<file path="src/rtl/rtc_cal_pkg.sv">
package rtc_cal_pkg;

  localparam int BYTE_W    = 8;
  localparam int ADR_SEC   = 0;
  localparam int ADR_MIN   = 1;
  localparam int ADR_HOUR  = 2;
  localparam int ADR_DOW   = 3;
  localparam int ADR_DATE  = 4;
  localparam int ADR_MONTH = 5;
  localparam int ADR_YEAR  = 6;
  localparam int ADR_CTRL  = 7;

  localparam int CB_INH = 7;
  localparam int CB_UIE = 4;
  localparam int CB_RSV = 3;
  localparam int CB_DF  = 2;
  localparam int CB_HF  = 1;
  localparam int CB_DSE = 0;

  typedef struct packed {
    logic [5:0] sec;
    logic [5:0] min;
    logic [4:0] hour;
    logic [2:0] dow;
    logic [4:0] date;
    logic [3:0] month;
    logic [6:0] year;
  } cal_time_t;

  localparam cal_time_t CAL_RESET = '{sec: 6'd0, min: 6'd0, hour: 5'd0, dow: 3'd1,
                                      date: 5'd1, month: 4'd1, year: 7'd0};

  // binary value 0..99 to presentation byte
  function automatic logic [7:0] enc_num(input logic [6:0] v, input logic bin);
    logic [3:0] tens;
    logic [3:0] ones;
    tens = 4'(v / 7'd10);
    ones = 4'(v % 7'd10);
    return bin ? {1'b0, v} : {tens, ones};
  endfunction

  // presentation byte to binary value
  function automatic logic [6:0] dec_num(input logic [7:0] d, input logic bin);
    return bin ? d[6:0] : 7'(7'(d[7:4]) * 7'd10 + 7'(d[3:0]));
  endfunction

  function automatic logic [7:0] enc_hour(input logic [4:0] h, input logic bin, input logic h24);
    logic [6:0] h12;
    logic [7:0] t;
    if (h24) return enc_num({2'b00, h}, bin);
    if (h == 5'd0)       h12 = 7'd12;
    else if (h > 5'd12)  h12 = {2'b00, h - 5'd12};
    else                 h12 = {2'b00, h};
    t = enc_num(h12, bin);
    return {(h >= 5'd12), t[6:0]};
  endfunction

  function automatic logic [4:0] dec_hour(input logic [7:0] d, input logic bin, input logic h24);
    logic [6:0] v;
    logic [4:0] base;
    if (h24) begin
      v = dec_num(d, bin);
      return v[4:0];
    end
    v    = dec_num({1'b0, d[6:0]}, bin);
    base = (v == 7'd12) ? 5'd0 : v[4:0];
    return base + (d[7] ? 5'd12 : 5'd0);
  endfunction

  function automatic logic [4:0] month_days(input logic [3:0] m, input logic [6:0] y, input int leap_div);
    case (m)
      4'd2:                   return ((int'(y) % leap_div) == 0) ? 5'd29 : 5'd28;
      4'd4, 4'd6, 4'd9, 4'd11: return 5'd30;
      default:                return 5'd31;
    endcase
  endfunction

endpackage

</file>
<file path="src/rtl/rtc_ctrl_reg.sv">
module rtc_ctrl_reg
  import rtc_cal_pkg::*;
#(
  parameter int ADDR_W = 3
) (
  input  logic              clk,
  input  logic              rst,
  input  logic              wr_en,
  input  logic [ADDR_W-1:0] addr,
  input  logic [BYTE_W-1:0] wr_data,
  output logic [BYTE_W-1:0] ctrl_q,
  output logic              inh,
  output logic              bin,
  output logic              h24,
  output logic              dse
);

  logic [BYTE_W-1:0] ctrl_nx;

  always_comb begin
    ctrl_nx         = wr_data;
    ctrl_nx[CB_RSV] = 1'b0;
    if (ctrl_nx[CB_INH]) ctrl_nx[CB_UIE] = 1'b0;
  end

  always_ff @(posedge clk) begin
    if (rst)                                      ctrl_q <= '0;
    else if (wr_en && addr == ADDR_W'(ADR_CTRL))  ctrl_q <= ctrl_nx;
  end

  assign inh = ctrl_q[CB_INH];
  assign bin = ctrl_q[CB_DF];
  assign h24 = ctrl_q[CB_HF];
  assign dse = ctrl_q[CB_DSE];

endmodule

</file>
<file path="src/rtl/rtc_timekeeper.sv">
module rtc_timekeeper
  import rtc_cal_pkg::*;
#(
  parameter int ADDR_W   = 3,
  parameter int LEAP_DIV = 4
) (
  input  logic              clk,
  input  logic              rst,
  input  logic              tick,
  input  logic              dse,
  input  logic              bin,
  input  logic              h24,
  input  logic              wr_en,
  input  logic [ADDR_W-1:0] addr,
  input  logic [BYTE_W-1:0] wr_data,
  output cal_time_t         cur_q,
  output cal_time_t         nxt
);

  logic       fb_q, fb_nx;
  logic       top_of_hour, at_one, sunday, spring, fall;
  logic [6:0] wv;
  logic [4:0] wh;

  assign top_of_hour = (cur_q.sec == 6'd59) && (cur_q.min == 6'd59);
  assign at_one      = (cur_q.hour == 5'd1);
  assign sunday      = (cur_q.dow == 3'd1);
  assign spring      = dse && sunday && at_one && (cur_q.month == 4'd4) && (cur_q.date <= 5'd7);
  assign fall        = dse && sunday && at_one && (cur_q.month == 4'd10) && (cur_q.date >= 5'd25) && !fb_q;

  assign wv = dec_num(wr_data, bin);
  assign wh = dec_hour(wr_data, bin, h24);

  always_comb begin
    nxt   = cur_q;
    fb_nx = fb_q;
    if (tick) begin
      if (cur_q.sec != 6'd59) begin
        nxt.sec = cur_q.sec + 6'd1;
      end else begin
        nxt.sec = 6'd0;
        if (cur_q.min != 6'd59) begin
          nxt.min = cur_q.min + 6'd1;
        end else begin
          nxt.min = 6'd0;
          if (top_of_hour && spring) begin
            nxt.hour = 5'd3;
          end else if (top_of_hour && fall) begin
            nxt.hour = 5'd1;
            fb_nx    = 1'b1;
          end else if (cur_q.hour != 5'd23) begin
            nxt.hour = cur_q.hour + 5'd1;
          end else begin
            nxt.hour = 5'd0;
            fb_nx    = 1'b0;
            nxt.dow  = (cur_q.dow == 3'd7) ? 3'd1 : cur_q.dow + 3'd1;
            if (cur_q.date != month_days(cur_q.month, cur_q.year, LEAP_DIV)) begin
              nxt.date = cur_q.date + 5'd1;
            end else begin
              nxt.date = 5'd1;
              if (cur_q.month != 4'd12) begin
                nxt.month = cur_q.month + 4'd1;
              end else begin
                nxt.month = 4'd1;
                nxt.year  = (cur_q.year == 7'd99) ? 7'd0 : cur_q.year + 7'd1;
              end
            end
          end
        end
      end
    end
    if (wr_en) begin
      case (addr)
        ADDR_W'(ADR_SEC):   nxt.sec   = wv[5:0];
        ADDR_W'(ADR_MIN):   nxt.min   = wv[5:0];
        ADDR_W'(ADR_HOUR):  nxt.hour  = wh;
        ADDR_W'(ADR_DOW):   nxt.dow   = wv[2:0];
        ADDR_W'(ADR_DATE):  nxt.date  = wv[4:0];
        ADDR_W'(ADR_MONTH): nxt.month = wv[3:0];
        ADDR_W'(ADR_YEAR):  nxt.year  = wv;
        default:            ;
      endcase
    end
  end

  always_ff @(posedge clk) begin
    if (rst) begin
      cur_q <= CAL_RESET;
      fb_q  <= 1'b0;
    end else begin
      cur_q <= nxt;
      fb_q  <= fb_nx;
    end
  end

endmodule

</file>
<file path="src/rtl/rtc_shadow.sv">
module rtc_shadow
  import rtc_cal_pkg::*;
#(
  parameter int ADDR_W = 3
) (
  input  logic              clk,
  input  logic              rst,
  input  logic              tick,
  input  logic              inh,
  input  logic              bin,
  input  logic              h24,
  input  cal_time_t         nxt,
  input  logic [BYTE_W-1:0] ctrl_q,
  input  logic [ADDR_W-1:0] addr,
  output cal_time_t         buf_q,
  output logic [BYTE_W-1:0] rd_data,
  output logic              upd_done
);

  logic [BYTE_W-1:0] rd_nx;
  logic              xfer;

  assign xfer = tick && !inh;

  always_comb begin
    case (addr)
      ADDR_W'(ADR_SEC):   rd_nx = enc_num({1'b0, buf_q.sec}, bin);
      ADDR_W'(ADR_MIN):   rd_nx = enc_num({1'b0, buf_q.min}, bin);
      ADDR_W'(ADR_HOUR):  rd_nx = enc_hour(buf_q.hour, bin, h24);
      ADDR_W'(ADR_DOW):   rd_nx = enc_num({4'b0, buf_q.dow}, bin);
      ADDR_W'(ADR_DATE):  rd_nx = enc_num({2'b0, buf_q.date}, bin);
      ADDR_W'(ADR_MONTH): rd_nx = enc_num({3'b0, buf_q.month}, bin);
      ADDR_W'(ADR_YEAR):  rd_nx = enc_num(buf_q.year, bin);
      ADDR_W'(ADR_CTRL):  rd_nx = ctrl_q;
      default:            rd_nx = '0;
    endcase
  end

  always_ff @(posedge clk) begin
    if (rst) begin
      buf_q    <= CAL_RESET;
      rd_data  <= '0;
      upd_done <= 1'b0;
    end else begin
      if (xfer) buf_q <= nxt;
      upd_done <= xfer;
      rd_data  <= rd_nx;
    end
  end

endmodule

</file>
<file path="src/rtl/rtc_calendar.sv">
module rtc_calendar
  import rtc_cal_pkg::*;
#(
  parameter int ADDR_W   = 3,
  parameter int LEAP_DIV = 4
) (
  input  logic              clk,
  input  logic              rst,
  input  logic              sec_tick,
  input  logic              reg_we,
  input  logic [ADDR_W-1:0] reg_addr,
  input  logic [7:0]        reg_wdata,
  output logic [7:0]        reg_rdata,
  output logic              upd_done
);

  logic [BYTE_W-1:0] ctrl_q;
  logic              inh, bin, h24, dse;
  cal_time_t         cur_q, nxt, buf_q;

  rtc_ctrl_reg #(.ADDR_W(ADDR_W)) u_ctrl (
    .clk(clk), .rst(rst), .wr_en(reg_we), .addr(reg_addr), .wr_data(reg_wdata),
    .ctrl_q(ctrl_q), .inh(inh), .bin(bin), .h24(h24), .dse(dse)
  );

  rtc_timekeeper #(.ADDR_W(ADDR_W), .LEAP_DIV(LEAP_DIV)) u_time (
    .clk(clk), .rst(rst), .tick(sec_tick), .dse(dse), .bin(bin), .h24(h24),
    .wr_en(reg_we), .addr(reg_addr), .wr_data(reg_wdata), .cur_q(cur_q), .nxt(nxt)
  );

  rtc_shadow #(.ADDR_W(ADDR_W)) u_shadow (
    .clk(clk), .rst(rst), .tick(sec_tick), .inh(inh), .bin(bin), .h24(h24),
    .nxt(nxt), .ctrl_q(ctrl_q), .addr(reg_addr), .buf_q(buf_q),
    .rd_data(reg_rdata), .upd_done(upd_done)
  );

endmodule

</file>
<file path="config.mk">
export PLATFORM = sky130hd
export DESIGN_NAME = rtc_calendar
export DESIGN_NICKNAME = d
export VERILOG_FILES = /design/src/rtl/rtc_cal_pkg.sv /design/src/rtl/rtc_ctrl_reg.sv /design/src/rtl/rtc_timekeeper.sv /design/src/rtl/rtc_shadow.sv /design/src/rtl/rtc_calendar.sv
export SDC_FILE = /design/constraint.sdc
export NUM_CORES = 1
export LEC_CHECK = 0
export BUFFER_PORTS_ARGS = -buffer_cell sky130_fd_sc_hd__clkbuf_2
export CORE_MARGIN = 2
export CORE_UTILIZATION = 30
export DETAILED_ROUTE_END_ITERATION = 6
export PLACE_DENSITY_LB_ADDON = 0.15
export REMOVE_ABC_BUFFERS = 1
export SETUP_SLACK_MARGIN = 0.3
export SKIP_LAST_GASP = 1
export SLEW_MARGIN = 20
export SYNTH_ARGS = -nofsm -noshare
export SYNTH_HDL_FRONTEND = slang
export SYNTH_HIERARCHICAL = 1
export SYNTH_SLANG_ARGS = --single-unit
</file>
<file path="constraint.sdc">
create_clock -name clk -period 3.88 [get_ports clk]
set_input_delay 0.388 -clock clk [delete_from_list [all_inputs] [get_ports clk]]
set_output_delay 0.388 -clock clk [all_outputs]
set_load 0.01 [all_outputs]
</file>
==> impl_metrics.ini <==
[worst_setup_path]
reg2reg_depth = 16
critPathSlowestCell = or3b_2
cp_common_cell = ha_2
crit_chain = ha_2 > or3b_2 > nand3_1 > a21oi_1 > ha_1 > inv_1 > ha_2 > a41oi_2 > xnor2_1 > ha_2 > nand2_1 > o21ai_2 > mux2i_1 > o32a_1 > a31oi_2 > a311oi_1
path_depth = 16
path_max_fanout = 6
path_class = reg -> reg
crit_arrival_ps = 3570
worst_path_largest_cell_delay_ps = 460
critPathTopFamily = compound AO/OA/AOI/OAI gates
start_kind = flop
cp_data_required_time_ps = 4100
path_buf_inv = 1
endpoint_kind = flop

[clocking]
cts_tree = done
clk_latency_ps = 350
cts_num_sinks = 89
cts_inserted_buffers = 9
h-tree-depth = 3
post_cts_buffers = 0
cts.path.max_buffers = 2
cts-root-buf = clkbuf_16
clk_pin_slew_ps = 80

[outcome]
outcome = complete, no violations

[synthesis]
synth_area_um2 = 8033
synth.avg_cell_area_um2 = 7.550
synth-seq-cells = 89
synthesis.instances = 1064
yosysTopAreaCellShare_pct = 22.18
synth_area_leaders = dfxtp_1, ha_1, nand2_1
synthArstFlopShare_pct = 0
ys_types = 102
ys_warn_count = 6
synth_edf_count = 0
yosysTopAreaCell = dfxtp_1
yosysSeqAreaShare_pct = 22.18
synth_ff_type = dfxtp_1

[grt]
grt_overflow_total = 0
grt_pass1_vias = 7472
antenna_found_initial = 0
grt_pass1_wl_um = 41280
groute.usage.overall_pct = 18.40
grt_max_degree = 54

[die]
die_h_um = 167.6
ios = 24
num_rows = 59
die-area_um2 = 28100
fp.dieW_um = 167.6
start_util_pct = 30.65
core-area_um2 = 26210

[place]
dpl.hpwl_um = 19530
portBuffers = 23
routabilityCongestion = 0.8280
placed_area_um2 = 8481

[sta]
final_max_slew_viol_count = 0
clock.fmax_mhz = 298.3
setup_violations = 0
min_period_ps = 3352
rsz0062_at_grt = true
whs_ps = 318.0
fin_worst_skew_ps = 9.897
finalCritPeriodShare_pct = 86.39
worst_slew_pin_slew_ps = 920.7
tns_ps = 0
slew_headroom_pct = 38.49
hold_violations = 0

[pwr]
p_switching_uw = 812.4
internal-power_mw = 1.735
sw_frac_of_total_pct = 31.89
power_density_nw_per_um2 = 287.9
ir_worst_vdd_v = 0.0002033
p_clk_share_pct = 39.1
pwr-share-comb_pct = 21.6
seqPwrFrac_pct = 39.3
leakage_nw = 3.257

[cells_and_area]
fillers = 2826
fin_area_um2 = 8847
area_growth_pct = 10.14
drive_gt1_share_pct = 11.91
mostFrequentLayoutCell = nand2_1
seq_area_um2 = 1789
diodes = 0
final_cell_mix = nand2_1, a21oi_1, dfxtp_1
final_util_pct = 33.76
multi_input_area_um2 = 5773
nets = 1124

[run]
cap_violations = 0

[detailed_routing]
vias = 7938
drtAntennaViolNets = 0
wl_um = 25980
drt_iter0_markers = 668
drcViolationCount = 0
firstDrtPassIters = 5
wl_per_cell_um = 18.54
avgViaCountPerCell = 5.666

[worst_hold_path]
min_path_cells = 3
hp-class = in -> reg
-- power groups by stage --
stage	clock (mW)	sequential (mW)	combinational, mW
5_1_grt	1.05	1.01	0.610
2_1_floorplan	0	1.01	0.330
4_1_cts	1.02	1.00	0.543
6_report	0.995	1.00	0.550
3_5_place_dp	0	1.02	0.540
3_3_place_gp	0	1.02	0.540
-- worst reg2reg max path, cell delays in order, from the launching register on --
cell and delay (ps):
dfxtp_4 380, ha_2 200, or3b_2 460, nand3_1 120, a21oi_1 110, ha_1 200
inv_1 50, ha_2 190, a41oi_2 50, xnor2_1 220, ha_2 240, nand2_1 70
o21ai_2 130, mux2i_1 110, o32a_1 340, a31oi_2 230, a311oi_1 110
-- stage by stage --
stage               power [mW]  setup slack (ps)  std cells
global route             2.668             258.2       1401
CTS                      2.562             367.2       1401
floorplan                1.343             271.7        998
global placement         1.564             197.8       1385
finish                   2.547             527.9       1401
detailed placement       1.564             115.9       1385
-- sequential cells by signal (all words and copies together) (netlist names) --
name	flops
u_time/fb_q	1
u_shadow/rd_data	8
u_shadow/upd_done	1
u_ctrl/ctrl_q	7
u_time/cur_q	36
u_shadow/buf_q	36
-- final timing paths --
path / end / from / slack (ps)
worst max-delay path: u_shadow/rd_data[1] / u_shadow/buf_q[21] / 530
worst min-delay path: u_ctrl/ctrl_q[2] / reg_wdata[2] / 320
worst max register to register: u_shadow/rd_data[1] / u_shadow/buf_q[21] / 530
worst min register to register: u_shadow/buf_q[18] / u_shadow/buf_q[18] / 460
-- logic make-up (layout without fill, tap and decap cells) --
logic type / after synthesis / in the layout / synth area share [%]
flops: 89 / 89 / 22.18
compound gates: 306 / 306 / 26.65
buf+inv: 120 / 122 / 6.449
mux: 41 / 41 / 5.467
fa+ha+maj: 48 / 48 / 7.757
other cells: 1 / 1 / 0.04668
simple gates: 438 / 438 / 28.93
xor+xnor: 21 / 21 / 2.523
-- timing repair --
action / 4_1_cts / 5_1_grt
hold buffers: 0 / 0
pin swaps: 0 / 6
endpoints found under the setup margin: 2 / 6
resized for setup: 2 / 14
-- per-layer routing --
metal	vias to the layer above	track usage, %	wire (um)	part of all wire, %
met3	25	2.694	1108	4.3
met5	-	0	0	0
met4	0	4.499	342	1.3
met1	3831	25.40	12560	48
li1	3881	-	-	-
met2	201	30.20	11960	46
-- synthesized netlist by cell type (11+ instances only) --
library cell,n
a211oi_1,23
nor2_1,69
ha_1,45
nor2b_1,35
nand2b_1,31
a31oi_1,15
o31ai_1,12
nor3_1,29
mux2i_1,29
o211ai_1,11
inv_1,52
and3_1,11
nand3_1,28
o21ai_0,39
nand2_1,145
dfxtp_1,89
a21oi_1,90
clkbuf_1,38
-- area by class of cell --
class                           instances  share of cell area, %
Inverter                               54                  2.291
Clock inverter                          7                  1.160
Multi-Input combinational cell        855                  65.25
Clock buffer                            9                  2.546
Tap cell                              335                  4.738
Sequential cell                        89                  20.22
Timing Repair Buffer                   52                  3.790
Note: power is estimated with default switching activity, not from simulation.
